### src/rtl/qseq_pkg.sv
`timescale 1ns/1ps
package qseq_pkg;
   localparam int NPHASE = 4;

   typedef enum logic [1:0] {
      PH_Q1 = 2'd0,
      PH_Q2 = 2'd1,
      PH_Q3 = 2'd2,
      PH_Q4 = 2'd3
   } phase_e;

   typedef logic [NPHASE-1:0] phase_oh_t;
endpackage

### src/rtl/qseq_phase_gen.sv
`timescale 1ns/1ps
module qseq_phase_gen
   import qseq_pkg::*;
#(
   parameter bit RING_ENC = 1'b1
) (
   input  logic      clk,
   input  logic      rst,
   output phase_oh_t ph_oh,
   output logic      div_clk
);
   generate
      if (RING_ENC) begin : g_ring
         phase_oh_t ring_q;
         always_ff @(posedge clk) begin
            if (rst) ring_q <= phase_oh_t'(1);
            else     ring_q <= {ring_q[NPHASE-2:0], ring_q[NPHASE-1]};
         end
         assign ph_oh = ring_q;
      end else begin : g_count
         phase_e cnt_q;
         always_ff @(posedge clk) begin
            if (rst) cnt_q <= PH_Q1;
            else     cnt_q <= phase_e'(cnt_q + 2'd1);
         end
         assign ph_oh = phase_oh_t'(1) << cnt_q;
      end
   endgenerate

   assign div_clk = ph_oh[PH_Q3] | ph_oh[PH_Q4];
endmodule

### src/rtl/qseq_redirect_latch.sv
`timescale 1ns/1ps
module qseq_redirect_latch #(
   parameter int ADDR_W = 13
) (
   input  logic              clk,
   input  logic              rst,
   input  logic              live,
   input  logic              cyc_end,
   input  logic              req,
   input  logic [ADDR_W-1:0] req_addr,
   output logic              take,
   output logic [ADDR_W-1:0] take_addr
);
   logic              pend_q;
   logic [ADDR_W-1:0] tgt_q;

   always_ff @(posedge clk) begin
      if (rst || cyc_end) begin
         pend_q <= 1'b0;
      end else if (live && req) begin
         pend_q <= 1'b1;
         tgt_q  <= req_addr;
      end
   end

   assign take      = live && (req || pend_q);
   assign take_addr = req ? req_addr : tgt_q;
endmodule

### src/rtl/qseq_fetch.sv
`timescale 1ns/1ps
module qseq_fetch #(
   parameter int                 ADDR_W   = 13,
   parameter int                 INSTR_W  = 14,
   parameter logic [INSTR_W-1:0] NOP_WORD = '0
) (
   input  logic               clk,
   input  logic               rst,
   input  logic               cyc_end,
   input  logic               take,
   input  logic [ADDR_W-1:0]  take_addr,
   input  logic [INSTR_W-1:0] fetch_word,
   output logic [ADDR_W-1:0]  pc,
   output logic [INSTR_W-1:0] instr,
   output logic               bubble
);
   always_ff @(posedge clk) begin
      if (rst) begin
         pc     <= '0;
         instr  <= NOP_WORD;
         bubble <= 1'b1;
      end else if (cyc_end) begin
         if (take) begin
            pc     <= take_addr;
            instr  <= NOP_WORD;
            bubble <= 1'b1;
         end else begin
            pc     <= pc + 1'b1;
            instr  <= fetch_word;
            bubble <= 1'b0;
         end
      end
   end
endmodule

### src/rtl/qphase_seq.sv
`timescale 1ns/1ps
module qphase_seq
   import qseq_pkg::*;
#(
   parameter int                 ADDR_W   = 13,
   parameter int                 INSTR_W  = 14,
   parameter logic [INSTR_W-1:0] NOP_WORD = '0,
   parameter bit                 RING_ENC = 1'b1
) (
   input  logic               clk,
   input  logic               rst,
   output logic [3:0]         q_phase,
   output logic               clk_out,
   output logic [ADDR_W-1:0]  pm_addr,
   input  logic [INSTR_W-1:0] pm_data,
   output logic [INSTR_W-1:0] ir,
   output logic               ex_bubble,
   input  logic               redirect_req,
   input  logic [ADDR_W-1:0]  redirect_addr,
   output logic               opr_rd_stb,
   output logic               dst_wr_stb
);
   generate
      if (ADDR_W < 1 || ADDR_W > 32) begin : g_bad_addr
         $error("qphase_seq: ADDR_W out of range");
      end
      if (INSTR_W < 1) begin : g_bad_instr
         $error("qphase_seq: INSTR_W must be positive");
      end
   endgenerate

   phase_oh_t         ph;
   logic              take;
   logic [ADDR_W-1:0] take_addr;

   qseq_phase_gen #(.RING_ENC(RING_ENC)) u_phase (
      .clk     (clk),
      .rst     (rst),
      .ph_oh   (ph),
      .div_clk (clk_out)
   );

   qseq_redirect_latch #(.ADDR_W(ADDR_W)) u_redir (
      .clk       (clk),
      .rst       (rst),
      .live      (!ex_bubble),
      .cyc_end   (ph[PH_Q4]),
      .req       (redirect_req),
      .req_addr  (redirect_addr),
      .take      (take),
      .take_addr (take_addr)
   );

   qseq_fetch #(.ADDR_W(ADDR_W), .INSTR_W(INSTR_W), .NOP_WORD(NOP_WORD)) u_fetch (
      .clk        (clk),
      .rst        (rst),
      .cyc_end    (ph[PH_Q4]),
      .take       (take),
      .take_addr  (take_addr),
      .fetch_word (pm_data),
      .pc         (pm_addr),
      .instr      (ir),
      .bubble     (ex_bubble)
   );

   assign q_phase    = ph;
   assign opr_rd_stb = ph[PH_Q2] & ~ex_bubble;
   assign dst_wr_stb = ph[PH_Q4] & ~ex_bubble;
endmodule

### config.mk
export PLATFORM = sky130hd
export DESIGN_NAME = qphase_seq
export DESIGN_NICKNAME = d
export VERILOG_FILES = /design/src/rtl/qseq_pkg.sv /design/src/rtl/qseq_phase_gen.sv /design/src/rtl/qseq_redirect_latch.sv /design/src/rtl/qseq_fetch.sv /design/src/rtl/qphase_seq.sv
export SDC_FILE = /design/constraint.sdc
export NUM_CORES = 1
export LEC_CHECK = 0
export CAP_MARGIN = 10
export CORE_MARGIN = 5
export CORE_UTILIZATION = 30
export CTS_CLUSTER_DIAMETER = 120
export CTS_CLUSTER_SIZE = 14
export DETAILED_ROUTE_END_ITERATION = 8
export GPL_TIMING_DRIVEN = 0
export SYNTH_ARGS = -nofsm -noshare
export SYNTH_HDL_FRONTEND = slang
export SYNTH_HIERARCHICAL = 1
export SYNTH_SLANG_ARGS = --single-unit
### constraint.sdc
create_clock -name clk -period 2.6 [get_ports clk]
set_input_delay 0.65 -clock clk [delete_from_list [all_inputs] [get_ports clk]]
set_output_delay 0.65 -clock clk [all_outputs]
set_load 0.03 [all_outputs]
==> results.sh <==
export IMPL_whs_path_depth=1
export IMPL_min_from="u_phase/ph_oh[0]$_SDFF_PP1_"
export IMPL_grt_pass1_vias=1724
export IMPL_vdd_drop_max_mv=0.2774
export IMPL_synth_largest_area_cell="dfxtp_1"
export IMPL_wirelength_um=5745
export IMPL_netlist_instances=217
export IMPL_ys_warn_count=6
export IMPL_synth_seq_cells=46
export IMPL_crit_path_start_kind="flip-flop"
export IMPL_ys_seq_area_share_pct=47.46
export IMPL_dp_cells=380
export IMPL_grt_usage_pct=12.51
export IMPL_fillers=737
export IMPL_synth_top_family_by_area="simple AND/OR/NAND/NOR gates"
export IMPL_first_iter_violations=130
export IMPL_synthXorXnorAreaFrac_pct=0
export IMPL_drive_above_1_share_pct=12.80
export IMPL_overflow=0
export IMPL_worstMarginPinSlew_ns=0.6119
export IMPL_cp_arrival_ns=1.76
export IMPL_numCtsBuffers=5
export IMPL_ys_async_sr_fraction_pct=0
export IMPL_cts_root_buf="clkbuf_8"
export IMPL_drtAntennaViolNets=0
export IMPL_synth_area_leaders="dfxtp_1 (30%), edfxtp_1 (18%), nor2b_1 (7.9%)"
export IMPL_p_comb_share_pct=14.3
export IMPL_clock_latency_ns=0.29
export IMPL_die_y_um=95.92
export IMPL_synth_compound_area_share_pct=14.12
export IMPL_drcViolationCount=0
export IMPL_yosysUniqueCellTypes=43
export IMPL_cts_hold_buf=0
export IMPL_post_cts_buffers=0
export IMPL_cts_tree="built"
export IMPL_via_per_inst=4.691
export IMPL_crit_required_ns=1.95
export IMPL_die_area_sq_um=9201
export IMPL_switching_share_pct=23.88
export IMPL_synth_area_mux_share_pct=10.06
export IMPL_synthFlopType="dfxtp_1"
export IMPL_final_cells=388
export IMPL_fin_util_pct=42.49
export IMPL_fin_crit_sh_pct=92.58
export IMPL_seqCellArea_sq_um=1051
export IMPL_finalSetupViolCount=0
export IMPL_clkSlewWorstSetupHoldPaths_ns=0.08
export IMPL_yosysMostFrequentCell="dfxtp_1"
export IMPL_r2r_end="u_fetch/pc[12]$_SDFFE_PP0P_"
export IMPL_routedWlPerCell_um=14.81
export IMPL_worst_r2r_cell_count=5
export IMPL_rr_startpoint="u_fetch/pc[0]$_SDFFE_PP0P_"
export IMPL_min_period_ns=2.407
export IMPL_io_buffers=63
export IMPL_synth_edff_count=13
export IMPL_hold_violations=0
export IMPL_yosys_area_share_simple_pct=21.36
export IMPL_power_frac_seq_pct=55.4
export IMPL_rsz0062_at_grt="no"
export IMPL_syn_area_per_cell_sq_um=10.21
export IMPL_outcome="complete, no violations"
export IMPL_tns_ns=0
export IMPL_yosysTopAreaCellShare_pct=29.83
export IMPL_dp_slack_ns=0.1372
export IMPL_die_w_um=95.92
export IMPL_maxSlewViolCount=0
export IMPL_synth_adder_area_share_pct=0.5650
export IMPL_nets=319
export IMPL_power_frac_clock_pct=30.3
export IMPL_cts_sinks=46
export IMPL_internal_power_mw=1.048
export IMPL_start_util_pct=30.70
export IMPL_crit_path_end_kind="output port"
export IMPL_n_antenna_cell=0
export IMPL_powerDensity_nw_per_um2=448.9
export IMPL_area_growth_synth_to_final_pct=38.42
export IMPL_synth_area_sq_um=2215
export IMPL_dr_total_vias=1820
export IMPL_path_class="reg2out"
export IMPL_coreArea_sq_um=7214
export IMPL_yosys_top_cells_count="dfxtp_1 (33), nor2b_1 (28), nor2_1 (27), a21oi_1 (22), edfxtp_1 (13)"
export IMPL_power_net_switching_mw=0.3287
export IMPL_min_to="u_phase/ph_oh[1]$_SDFF_PP0_"
export IMPL_dr_pass1_iters=4
export IMPL_maxCapViolations=0
export IMPL_reg2reg_slack_ns=0.92
export IMPL_hold_slack_ns=0.4658
export IMPL_hpwl_um=4254
export IMPL_hp_class="reg2reg"
export IMPL_multi_input_comb_area_sq_um=1026
export IMPL_timing_final_ws_setup_ns=0.1930
export IMPL_grt_pass1_wl_um=8845
export IMPL_finalClockSkew_ns=0.005596
export IMPL_slew_headroom_pct=58.98
export IMPL_syn_nets=248
export IMPL_cts_resized=0
export IMPL_grt_max_degree=14
export IMPL_pin_count=65
export IMPL_leakagePower_nw=1.103
export IMPL_clk_path_buf_depth=2
export IMPL_crit_fanout=13
export IMPL_htree_levels=2
export IMPL_max_freq_mhz=415.5
export IMPL_place_gp_congestion=0.7626
export IMPL_rows=31
export IMPL_grt_antenna_before_repair=0
## power groups by stage
stage | Sequential (mW) | Clock (mW) | Combinational (mW)
2_1_floorplan | 0.803 | 0 | 0.0783
3_3_place_gp | 0.779 | 0 | 0.195
3_5_place_dp | 0.779 | 0 | 0.198
4_1_cts | 0.762 | 0.438 | 0.200
5_1_grt | 0.765 | 0.461 | 0.212
6_report | 0.762 | 0.417 | 0.197
## critical path, cell delays in order, from the launching register on
cell and delay [ns]:
dfxtp_1 0.58, nor2b_1 0.20, clkdlybuf4s50_1 0.68
## final cells by class
cell class / count / area share (%)
flip-flops and latches: 46 / 34.29
clock buffers: 8 / 2.612
well taps: 99 / 4.041
plain buffers: 14 / 4.163
inverters: 4 / 0.4898
repair buffers: 64 / 20.94
multi-input cells: 153 / 33.47
## metrics by stage
| step | cell area [sq um] | total power, mW |
|---|---|---|
| finish | 3065 | 1.376 |
| global placement | 2969 | 0.9739 |
| CTS | 3065 | 1.400 |
| detailed placement | 2985 | 0.9775 |
| floorplan | 2215 | 0.8810 |
| global route | 3065 | 1.438 |
## layer usage
layer | vias to the layer above | part of all wire [%] | global-route usage [%]
met1 | 861 | 45 | 16.46
met5 | - | 0 | 0
met3 | 9 | 5.4 | 3.518
met2 | 43 | 48 | 19.63
met4 | 0 | 1.7 | 4.384
li1 | 907 | - | -
## cell families after synthesis
group | after synthesis
and+or+nand+nor | 84
AOI/OAI and AO/OA | 50
DFF | 46
muxes | 18
adders and majority gates | 1
buffers and inverters | 18
## flip-flops by register name (all words and copies together), names as in the netlist
name / flops
u_fetch/instr: 14
u_fetch/pc: 13
u_redir/tgt_q: 13
u_phase/ph_oh: 4
u_fetch/bubble: 1
u_redir/pend_q: 1
## worst max-delay path by stage
| stage | start | to | slack, ns | cells past startpoint |
|---|---|---|---|---|
| 6_report | u_phase/ph_oh[3]$_SDFF_PP0_ | dst_wr_stb | 0.19 | 2 |
| 3_5_place_dp | rst | u_fetch/instr[2]$_SDFFE_PP0P_ | 0.14 | 4 |
| 4_1_cts | u_phase/ph_oh[3]$_SDFF_PP0_ | dst_wr_stb | 0.16 | 2 |
| 3_3_place_gp | rst | u_redir/tgt_q[0]$_DFFE_PP_ | -0.65 | 2 |
| 5_1_grt | u_phase/ph_oh[3]$_SDFF_PP0_ | dst_wr_stb | 0.08 | 2 |
| 2_1_floorplan | redirect_req | u_redir/tgt_q[0]$_DFFE_PP_ | 0.33 | 4 |
## layout by cell type, fill, tap and decap left out, types with 4 or more instances in the layout
cell             count
mux2_2               6
mux2i_1              5
o21ai_0              4
nand2_1              5
clkbuf_8             8
nor3_1               4
nor2b_1             28
edfxtp_1            13
inv_1                4
dfxtp_1             33
a21oi_1             22
mux2_4               7
a31oi_1              5
clkbuf_1             6
clkdlybuf4s50_1     63
nor2_1              27
Power figures use the tool's default switching activity.
